<file path="config.mk">
export PLATFORM = sky130hd
export DESIGN_NAME = rstsrc_ctrl
export DESIGN_NICKNAME = d
export VERILOG_FILES = /design/src/rtl/rstsrc_pkg.sv /design/src/rtl/rstsrc_swcnt.sv /design/src/rtl/rstsrc_regs.sv /design/src/rtl/rstsrc_seq.sv /design/src/rtl/rstsrc_ctrl.sv
export SDC_FILE = /design/constraint.sdc
export NUM_CORES = 1
export LEC_CHECK = 0
export CORE_ASPECT_RATIO = 2
export CORE_MARGIN = 5
export CORE_UTILIZATION = 50
export CTS_CLUSTER_DIAMETER = 40
export DETAILED_ROUTE_END_ITERATION = 16
export GPL_ROUTABILITY_DRIVEN = 0
export PLACE_DENSITY_LB_ADDON = 0.05
export SLEW_MARGIN = 10
export SYNTH_ARGS = -nofsm -noshare
export SYNTH_HDL_FRONTEND = slang
export SYNTH_HIERARCHICAL = 1
export SYNTH_SLANG_ARGS = --single-unit
</file>
<file path="constraint.sdc">
create_clock -name clk -period 3.2 [get_ports clk]
set_clock_uncertainty 0.1 [all_clocks]
set_input_delay 0.32 -clock clk [delete_from_list [all_inputs] [get_ports clk]]
set_output_delay 0.32 -clock clk [all_outputs]
set_load 0.005 [all_outputs]
</file>
<file path="src/rtl/rstsrc_pkg.sv">
package rstsrc_pkg;

    localparam int SRC_W  = 32;
    localparam int DATA_W = 32;
    localparam int ADDR_W = 5;

    typedef logic [SRC_W-1:0]  src_vec_t;
    typedef logic [DATA_W-1:0] word_t;

    // source bit positions
    localparam int B_BROWN  = 0;
    localparam int B_DBG    = 4;
    localparam int B_TAPSW  = 5;
    localparam int B_WD0    = 16;
    localparam int B_WD1    = 17;
    localparam int B_PMWD   = 24;
    localparam int B_TAPRST = 30;
    localparam int B_SW     = 31;

    localparam src_vec_t HW_MASK = (src_vec_t'(1) << B_BROWN) | (src_vec_t'(1) << B_DBG)
                                 | (src_vec_t'(1) << B_TAPSW) | (src_vec_t'(1) << B_WD0)
                                 | (src_vec_t'(1) << B_WD1)   | (src_vec_t'(1) << B_PMWD)
                                 | (src_vec_t'(1) << B_TAPRST);
    localparam src_vec_t IMPL_MASK = HW_MASK | (src_vec_t'(1) << B_SW);

    // countdown value that raises the software request
    localparam int SW_FIRE_VAL = 2;

    typedef enum logic [2:0] {
        SEL_FLAG,
        SEL_STAT,
        SEL_HOLD,
        SEL_EN,
        SEL_CNT,
        SEL_NONE
    } reg_sel_e;

    typedef struct packed {
        logic     valid;
        reg_sel_e sel;
        word_t    data;
    } bus_wr_t;

    function automatic reg_sel_e decode_addr(input logic [ADDR_W-1:0] a);
        case (a)
            5'h00:   return SEL_FLAG;
            5'h04:   return SEL_STAT;
            5'h08:   return SEL_HOLD;
            5'h0C:   return SEL_EN;
            5'h1C:   return SEL_CNT;
            default: return SEL_NONE;
        endcase
    endfunction

endpackage

</file>
<file path="src/rtl/rstsrc_swcnt.sv">
module rstsrc_swcnt
    import rstsrc_pkg::*;
#(
    parameter int CNT_W = 32
) (
    input  logic             clk,
    input  logic             rst,
    input  logic             ref_tick,
    input  logic             wr_en,
    input  logic [CNT_W-1:0] wr_val,
    output logic [CNT_W-1:0] cnt_o,
    output logic             req_o
);
    logic [CNT_W-1:0] cnt_q;

    always_ff @(posedge clk) begin
        if (rst) begin
            cnt_q <= '0;
        end else if (wr_en) begin
            cnt_q <= wr_val;
        end else if (ref_tick && (cnt_q != '0)) begin
            cnt_q <= cnt_q - CNT_W'(1);
        end
    end

    assign cnt_o = cnt_q;
    assign req_o = (cnt_q == CNT_W'(SW_FIRE_VAL));
endmodule

</file>
<file path="src/rtl/rstsrc_regs.sv">
module rstsrc_regs
    import rstsrc_pkg::*;
(
    input  logic     clk,
    input  logic     rst,
    input  bus_wr_t  wr,
    input  src_vec_t en_live,
    input  logic     trig,
    output src_vec_t enable_o,
    output src_vec_t hold_o,
    output src_vec_t flags_o,
    output src_vec_t clr_o
);
    src_vec_t en_q, hold_q, flag_q, clr;

    assign clr = (wr.valid && wr.sel == SEL_FLAG) ? wr.data : '0;

    always_ff @(posedge clk) begin
        if (rst) begin
            en_q   <= IMPL_MASK;
            hold_q <= '0;
            flag_q <= '0;
        end else begin
            if (wr.valid && wr.sel == SEL_EN)   en_q   <= wr.data & IMPL_MASK;
            if (wr.valid && wr.sel == SEL_HOLD) hold_q <= wr.data & IMPL_MASK;
            // capture has priority over a same-cycle clear
            flag_q <= (flag_q & ~clr) | (trig ? (en_live & IMPL_MASK) : '0);
        end
    end

    assign enable_o = en_q;
    assign hold_o   = hold_q;
    assign flags_o  = flag_q;
    assign clr_o    = clr;
endmodule

</file>
<file path="src/rtl/rstsrc_seq.sv">
module rstsrc_seq
    import rstsrc_pkg::*;
#(
    parameter int PULSE_TICKS = 16
) (
    input  logic     clk,
    input  logic     rst,
    input  logic     ref_tick,
    input  src_vec_t en_live,
    input  src_vec_t hold,
    output logic     trig_o,
    output logic     soc_rst_o
);
    localparam int PW = $clog2(PULSE_TICKS + 1);

    src_vec_t        en_q, rise, held;
    logic [PW-1:0]   pcnt_q, pcnt_nx;
    logic            rst_q;

    assign rise = en_live & ~en_q;

    for (genvar g = 0; g < SRC_W; g++) begin : g_pol
        assign held[g] = en_live[g] & hold[g];
    end

    always_comb begin
        pcnt_nx = pcnt_q;
        if (|rise) begin
            pcnt_nx = PW'(PULSE_TICKS);
        end else if (ref_tick && (pcnt_q != '0)) begin
            pcnt_nx = pcnt_q - PW'(1);
        end
    end

    always_ff @(posedge clk) begin
        if (rst) begin
            en_q   <= '0;
            pcnt_q <= '0;
            rst_q  <= 1'b0;
        end else begin
            en_q   <= en_live;
            pcnt_q <= pcnt_nx;
            rst_q  <= (pcnt_nx != '0) | (|held);
        end
    end

    assign trig_o    = |rise;
    assign soc_rst_o = rst_q;
endmodule

</file>
<file path="src/rtl/rstsrc_ctrl.sv">
module rstsrc_ctrl
    import rstsrc_pkg::*;
#(
    parameter int PULSE_TICKS = 16,
    parameter int CNT_W       = 32
) (
    input  logic                 clk,
    input  logic                 rst,
    input  logic                 ref_tick,
    input  logic [SRC_W-1:0]     src_in,
    input  logic                 bus_wr,
    input  logic [ADDR_W-1:0]    bus_addr,
    input  logic [DATA_W-1:0]    bus_wdata,
    output logic [DATA_W-1:0]    bus_rdata,
    output logic                 soc_rst_o
);
    bus_wr_t          wreq;
    reg_sel_e         sel;
    src_vec_t         live, en_live, en_q, hold_q, flags_q, flag_clr;
    logic [CNT_W-1:0] cnt;
    logic             sw_req, trig, cnt_wr;

    assign sel  = decode_addr(bus_addr);
    assign wreq = '{valid: bus_wr, sel: sel, data: bus_wdata};
    assign cnt_wr = bus_wr && (sel == SEL_CNT);

    rstsrc_swcnt #(.CNT_W(CNT_W)) u_cnt (
        .clk      (clk),
        .rst      (rst),
        .ref_tick (ref_tick),
        .wr_en    (cnt_wr),
        .wr_val   (bus_wdata[CNT_W-1:0]),
        .cnt_o    (cnt),
        .req_o    (sw_req)
    );

    assign live    = (src_in & HW_MASK) | (src_vec_t'(sw_req) << B_SW);
    assign en_live = live & en_q;

    rstsrc_regs u_regs (
        .clk      (clk),
        .rst      (rst),
        .wr       (wreq),
        .en_live  (en_live),
        .trig     (trig),
        .enable_o (en_q),
        .hold_o   (hold_q),
        .flags_o  (flags_q),
        .clr_o    (flag_clr)
    );

    rstsrc_seq #(.PULSE_TICKS(PULSE_TICKS)) u_seq (
        .clk       (clk),
        .rst       (rst),
        .ref_tick  (ref_tick),
        .en_live   (en_live),
        .hold      (hold_q),
        .trig_o    (trig),
        .soc_rst_o (soc_rst_o)
    );

    always_comb begin
        case (sel)
            SEL_FLAG: bus_rdata = flags_q;
            SEL_STAT: bus_rdata = live;
            SEL_HOLD: bus_rdata = hold_q;
            SEL_EN:   bus_rdata = en_q;
            SEL_CNT:  bus_rdata = DATA_W'(cnt);
            default:  bus_rdata = '0;
        endcase
    end
endmodule

</file>
==> impl_metrics.py <==
metrics = {
    "clock_network": {
        "tritoncts": "built",
        "clockBufferDepth": 2,
        "clkSinkCount": 118,
        "cts.clk_slew.worst_paths_ns": 0.06,
        "hold_buffers": 0,
        "cts_buffers": 17,
        "clk_latency_ns": 0.42,
        "htree_levels": 4,
        "cts_root_buf": "clkbuf_16",
    },
    "floorplan": {
        "coreArea_um2": 13900,
        "initial_core_util_pct": 50.6,
        "die_h_um": 178,
        "rows": 61,
        "die_area_um2": 16700,
        "pin_count": 106,
        "die_w_um": 93.9,
    },
    "grt": {
        "grt_max_degree": 81,
        "use_met3_pct": 3.90,
        "grt_pass1_wl_um": 34700,
        "use_met2_pct": 50.5,
        "grt_overflow": 0,
        "busiest_layer": "met2",
        "grt.met1_usage_pct": 27.3,
        "grt_pass1_vias": 6905,
        "antenna_found_initial": 0,
        "track_usage_pct": 26.8,
    },
    "worst_setup_path": {
        "setup.worst_path.class": "reg2reg",
        "crit-reg2reg-launch": "u_cnt/cnt_o[13]$_SDFFE_PP0P_",
        "cp-start-kind": "flip-flop",
        "critPathCapture": "u_regs/flags_o[0]$_SDFF_PP0_",
        "crit_required_ns": 3.42,
        "arrival_ns": 3.33,
        "reg2reg_depth": 14,
        "cp_max_fo": 8,
        "reg2reg_to": "u_regs/flags_o[0]$_SDFF_PP0_",
        "rrSetupSlack_ns": 0.09,
        "end_kind": "flip-flop",
        "startpoint": "u_cnt/cnt_o[13]$_SDFFE_PP0P_",
    },
    "logic_synthesis": {
        "synth_area_um2": 7030,
        "ys_warn_count": 6,
        "syn_area_per_cell_um2": 8.64,
        "syn-instance-count": 814,
    },
    "route": {
        "drc": 0,
        "drtPass1Iterations": 6,
        "initialDrtViolationCount": 364,
        "totalWireLength_um": 22300,
        "ant_nets": 0,
        "via_per_inst": 5.61,
        "wl_per_cell_um": 18.8,
        "vias": 6630,
    },
    "cells_and_area": {
        "nNetsFinal": 1056,
        "antennaDiodeCount": 0,
        "fill_cells": 1249,
        "area_delta_synth_final_pct": 26.5,
        "fin_area_um2": 8890,
        "final_cell_count_no_fill": 1182,
        "final_cell_mix": "118 x dfxtp_1, 114 x conb_1, 86 x nor2_1",
        "drive_gt1_share_pct": 12.9,
        "final_common_cell": "dfxtp_1",
    },
    "sta": {
        "rsz0062_at_grt": "no",
        "setup_viol": 0,
        "fin_crit_sh_pct": 97.0,
        "tightest_slew_ns": 0.763,
        "slew_viol_final": 0,
        "fin_tns_setup_ns": 0,
        "maxSlewHeadroom_pct": 49.2,
        "period_needed_ns": 3.11,
        "fmax_mhz": 322,
        "finalHoldViolCount": 0,
        "finalWorstSetupSlack_ns": 0.0948,
        "fin_hold_ws_ns": 0.350,
    },
    "pwr": {
        "powerDensity_nw_per_um2": 527,
        "p_leak_nw": 3.61,
        "max-vdd-ir-drop_mv": 0.474,
    },
    "run_status": {
        "status": "finished clean",
    },
    "placed_design": {
        "hpwl_um": 16500,
        "post_dp_cell_area_um2": 8220,
        "portBuffers": 80,
        "dp.cells": 1147,
        "pre_cts_slack_ns": 0.0841,
    },
    "run": {
        "maxCapViolCount": 0,
    },
    "worst_hold_path": {
        "hp-class": "reg2reg",
    },
}
-- worst max-delay path, cell delays in order, from the launching register on --
cell,delay (ns)
dfxtp_1,0.31
or4_4,0.59
nor4_4,0.29
nand3_1,0.12
nor4b_2,0.21
buf_4,0.16
and2_4,0.14
nand2b_1,0.06
o2111ai_1,0.09
nor4_2,0.07
and3_1,0.21
inv_2,0.13
clkbuf_16,0.18
nand2_1,0.06
a311oi_1,0.27
-- repair_timing --
item,4_1_cts,5_1_grt
gates cloned,0,1
resized for setup,2,9
setup buffers,0,2
setup endpoints to repair,1,9
pin swaps,0,8
-- per-layer routing --
layer / wire length [um] / up-vias
li1: - / 3161
met1: 7940 / 3116
met2: 12100 / 273
met3: 1090 / 80
met4: 1150 / 0
met5: 0 / -
-- worst min-delay path by stage --
stage | start | to | slack (ns) | cells past startpoint
6_report | u_regs/flags_o[6]$_SDFF_PP0_ | u_regs/flags_o[6]$_SDFF_PP0_ | 0.35 | 2
5_1_grt | u_regs/flags_o[6]$_SDFF_PP0_ | u_regs/flags_o[6]$_SDFF_PP0_ | 0.37 | 2
4_1_cts | u_regs/flags_o[3]$_SDFF_PP0_ | u_regs/flags_o[3]$_SDFF_PP0_ | 0.35 | 2
3_5_place_dp | u_regs/flags_o[3]$_SDFF_PP0_ | u_regs/flags_o[3]$_SDFF_PP0_ | 0.34 | 2
3_3_place_gp | u_regs/flags_o[25]$_SDFF_PP0_ | u_regs/flags_o[25]$_SDFF_PP0_ | 0.34 | 2
2_1_floorplan | rst | u_seq/en_q[31]$_SDFF_PP0_ | 0.29 | 1
-- area by class of cell --
class                      count  area [um^2]  area share (%)
clock buffer                  17          425            4.78
clock inverter                15          170            1.91
inverter                      31          116            1.31
multi-input combinational    676         4330            48.7
sequential                   118         2360            26.6
tap                          189          236            2.66
timing repair buffer         136         1250            14.1
-- sequential cells by signal, indices dropped and copies added, names as in the netlist --
register and flops:
u_regs/flags_o 32, u_regs/hold_o 8, u_seq/pcnt_q 5, u_seq/soc_rst_o 1, u_cnt/cnt_o 32, u_regs/enable_o 8
u_seq/en_q 32
-- power breakdown --
group,internal (W),switching [W]
registers,0.00155,0.0000738
clock network,0.00117,0.000784
logic,0.000470,0.000635
total,0.00319,0.00149
-- stage by stage --
stage,utilization (%),power [W]
after CTS,63.5,0.00464
after global routing,64.0,0.00487
final,64.0,0.00468
after floorplan,-,0.00235
after detailed placement,59.2,0.00269
after global placement,59.2,0.00267
(Power assumes the default switching activity.)
